$ cat config.mk
export PLATFORM = sky130hd
export DESIGN_NAME = masked_gpio_port
export DESIGN_NICKNAME = d
export VERILOG_FILES = /design/src/rtl/masked_gpio_port.sv
export SDC_FILE = /design/constraint.sdc
export NUM_CORES = 1
export LEC_CHECK = 0
export ABC_AREA = 1
export BUFFER_PORTS_ARGS = -buffer_cell sky130_fd_sc_hd__buf_2
export CELL_PAD_IN_SITES_DETAIL_PLACEMENT = 1
export CELL_PAD_IN_SITES_GLOBAL_PLACEMENT = 1
export CORE_MARGIN = 3
export CORE_UTILIZATION = 36
export CTS_CLUSTER_SIZE = 14
export DETAILED_ROUTE_END_ITERATION = 12
export GPL_ROUTABILITY_DRIVEN = 0
export PLACE_DENSITY = 0.86
export SYNTH_ARGS = -nofsm -noshare
export SYNTH_HDL_FRONTEND = slang
export SYNTH_SLANG_ARGS = --single-unit
$ cat constraint.sdc
create_clock -name clk -period 2.3 [get_ports clk]
set_clock_uncertainty 0.1 [all_clocks]
set_input_delay 0.115 -clock clk [delete_from_list [all_inputs] [get_ports clk]]
set_output_delay 0.115 -clock clk [all_outputs]
set_load 0.01 [all_outputs]
$ cat src/rtl/masked_gpio_port.sv
module masked_gpio_port #(
  parameter int NPIN = 8,
  localparam int AW = NPIN + 3
) (
  input  logic            clk,
  input  logic            rst_n,
  input  logic            bus_we,
  input  logic [AW-1:0]   bus_addr,
  input  logic [NPIN-1:0] bus_wdata,
  output logic [NPIN-1:0] bus_rdata,
  input  logic [NPIN-1:0] pin_in,
  output logic [NPIN-1:0] pin_out,
  output logic [NPIN-1:0] pin_oe
);

  localparam logic [AW-1:0] DIR_ADDR = AW'(1) << (NPIN + 2);

  logic [NPIN-1:0] dir_q, dout_q, meta_q, sync_q;
  logic [NPIN-1:0] amask, wr_bits, level;
  logic            in_window, at_dir;

  assign amask     = bus_addr[NPIN+1:2];
  assign in_window = !bus_addr[AW-1] && (bus_addr[1:0] == 2'b00);
  assign at_dir    = (bus_addr == DIR_ADDR);
  assign wr_bits   = amask & dir_q;
  assign level     = (dir_q & dout_q) | (~dir_q & sync_q);

  always_ff @(posedge clk) begin
    if (!rst_n) begin
      dir_q  <= '0;
      dout_q <= '0;
      meta_q <= '0;
      sync_q <= '0;
    end else begin
      meta_q <= pin_in;
      sync_q <= meta_q;
      if (bus_we && at_dir)
        dir_q <= bus_wdata;
      if (bus_we && in_window)
        dout_q <= (dout_q & ~wr_bits) | (bus_wdata & wr_bits);
    end
  end

  always_comb begin
    bus_rdata = '0;
    if (in_window)   bus_rdata = level & amask;
    else if (at_dir) bus_rdata = dir_q;
  end

  assign pin_out = dout_q;
  assign pin_oe  = dir_q;

  assert_oe_loads_R2: assert property (@(posedge clk) disable iff (!rst_n)
    (bus_we && bus_addr == DIR_ADDR) |=> (pin_oe == $past(bus_wdata)));

  assert_unmasked_hold_R3: assert property (@(posedge clk) disable iff (!rst_n)
    (bus_we && !bus_addr[AW-1]) |=>
      (((pin_out ^ $past(pin_out)) & ~$past(bus_addr[NPIN+1:2])) == '0));

  assert_input_pin_held_R4: assert property (@(posedge clk) disable iff (!rst_n)
    1'b1 |=> (((pin_out ^ $past(pin_out)) & ~$past(pin_oe)) == '0));

  assert_read_zero_fill_R5: assert property (@(posedge clk) disable iff (!rst_n)
    !bus_addr[AW-1] |-> ((bus_rdata & ~bus_addr[NPIN+1:2]) == '0));

  assert_unmapped_inert_R8: assert property (@(posedge clk) disable iff (!rst_n)
    (bus_we && bus_addr[AW-1] && bus_addr != DIR_ADDR) |=>
      ($stable(pin_out) && $stable(pin_oe)));

  assert_unmapped_reads_zero_R8: assert property (@(posedge clk) disable iff (!rst_n)
    (bus_addr[AW-1] && bus_addr != DIR_ADDR) |-> (bus_rdata == '0));

endmodule

==> out/metrics.cfg <==
[yosys]
syn_area_per_cell_sq_um = 6.72
synth_cells = 225
synth_compound_area_share_pct = 6.70
synth_seq_area_share_pct = 42.3
synth_fp_nets = 255
ys_ff_latch = 32
yosys.area_share.xor_xnor_pct = 0
synth.distinct_cells = 20
synth_warnings = 0
synth_fa_ha_area_share_pct = 0
synth_top_family_by_area = simple AND/OR/NAND/NOR gates
yosys.area_share.simple_pct = 35.4
synth_area_sq_um = 1510
synthMuxAreaShare_pct = 0

[route]
top_layer = met4
drt-met1-wl_um = 1990
wl_per_cell_um = 12.8
drc = 0
ant_nets = 0
viasPerCell = 4.67
drt_iter0_drc = 74
wl_um = 4390
met3_length_um = 214
vias = 1601
met2_length_um = 2080
drt_first_pass_iters = 4

[power]
p_switching_mw = 0.254
clkPwrFrac_pct = 36.1
irDropWorstVdd_uv = 257
p_total_mw = 1.06
seqPwrFrac_pct = 53.6
p_int_mw = 0.811
p_sw_share_pct = 23.8
cellPowerDensity_nw_per_um2 = 522
p_leak_nw = 1.16
pwr-share-comb_pct = 10.2

[setup_path]
start_kind = register
critPathRequiredTime_ns = 2.09
setup.worst_path.class = register to output pin
cp-end-kind = output pin
r2r_setup_slack_ns = 1.39
cp_max_fo = 4
arrival_ns = 1.27

[die]
rows = 22
dieArea_sq_um = 5020
die_x_um = 70.8
start_util_pct = 39.3
ios = 54
fp.dieH_um = 70.8
core_sq_um = 3850

[timing]
timing.fmax_ghz = 0.673
setup_tns_ns = 0
setup_viol = 0
final.min_clock_period_ns = 1.49
worstMarginPinSlew_ns = 0.585
slew_headroom_pct = 61.0
rsz0062_at_grt = no
hold_slack_ns = 0.101
fin_crit_sh_pct = 64.6
hold_viol_final = 0
maxSlewViolCount = 0

[cells_and_area]
layout-drive-gt1-share_pct = 23.1
antenna_cells = 0
fill_cells = 530
finish.utilization_pct = 52.9
finalNetCount = 327
synthToLayoutAreaGrowth_pct = 34.7
mostFrequentLayoutCell = nand2_1
final_cell_mix = nand2_1, inv_1, buf_2

[global_routing]
grt.overflow.total = 0
antenna_found_initial = 0
grt_first_pass_wirelength_um = 7340
grt_pass1_vias = 1596
grt_max_degree = 33
grtUsageTotal_pct = 18.5

[clock_network]
clockBufferDepth = 2
cts_buffers = 5
root_buffer = clkbuf_8
clock_sink_count = 32
cts_tree = built
clk_pin_slew_ns = 0.06
htree_levels = 2
clkLatencyLatePin_ns = 0.28

[hold_path]
holdCritPathClass = input port to register

[status]
status = finished, final reports clean

[place]
place.port_buffers = 53
hpwl_um = 2990

[run]
maxCapViolCount = 0

==> routing by layer <==
layer  vias up  global-route usage [%]
met1       733                    22.8
met2        43                    30.6
met3        10                    3.84
li1        815                       -
met4         0                    9.39
met5         -                       0
==> path summary, 6_finish.rpt <==
path	from	end	cells after the start
min	bus_addr[4]	register	4
max	pin_oe[7]$_SDFFE_PN0P_	bus_rdata[7]	5
max reg2reg	pin_oe[4]$_SDFFE_PN0P_	register	4
min reg2reg	meta_q[7]$_SDFF_PN0_	sync_q[7]$_SDFF_PN0_	2
==> per-stage QoR <==
step	std cells	area [sq um]	worst slack [ns]
finish	343	2040	0.814
global route	343	2040	0.671
CTS	343	2040	0.809
detailed placement	322	1810	0.867
global placement	322	1810	0.886
floorplan	225	1510	1.23
==> cells in the mapped netlist, drive strengths merged <==
master   number  share of area [%]
o22ai         1               0.41
nand3        13                5.5
o2111ai       4                2.3
o21ai        12                4.0
nor2         33                 11
nand2        62                 16
buf           1               0.50
inv          55                 14
nand4         8                3.3
clkbuf        3                1.4
nor3          1               0.33
dfxtp        32                 42
==> cell type report <==
| class | count | area (sq um) | share of cell area, % |
|---|---|---|---|
| Inverter | 55 | 206 | 10.1 |
| Sequential cell | 32 | 641 | 31.4 |
| Clock buffer | 5 | 68.8 | 3.38 |
| Multi-Input combinational cell | 134 | 637 | 31.2 |
| Tap cell | 48 | 60.1 | 2.95 |
| Timing Repair Buffer | 69 | 425 | 20.9 |
==> timing repair <==
action,CTS,global route
endpoints found under the hold margin,16,0
setup buffers,0,0
resized for setup,0,0
hold buffers,16,0
setup endpoints to repair,0,0
==> worst max-delay path, cell delays in order (launching register included) <==
cell     delay, ns
dfxtp_1       0.36
inv_1         0.09
o21ai_0       0.16
nand3_1       0.09
o21ai_0       0.11
buf_2         0.17
==> kinds of logic after synthesis <==
logic type / Yosys count
and+or+nand+nor: 117
DFF: 32
buffers and inverters: 59
AOI/OAI and AO/OA: 17
==> power by group through the flow <==
stage / sequential, mW / combinational [mW] / clock (mW)
floorplan: 0.582 / 0.0440 / 0
global placement: 0.583 / 0.0844 / 0
detailed placement: 0.583 / 0.0871 / 0
CTS: 0.571 / 0.109 / 0.399
global route: 0.571 / 0.123 / 0.427
finish: 0.571 / 0.109 / 0.385
Note: power is estimated with default switching activity, not from simulation.
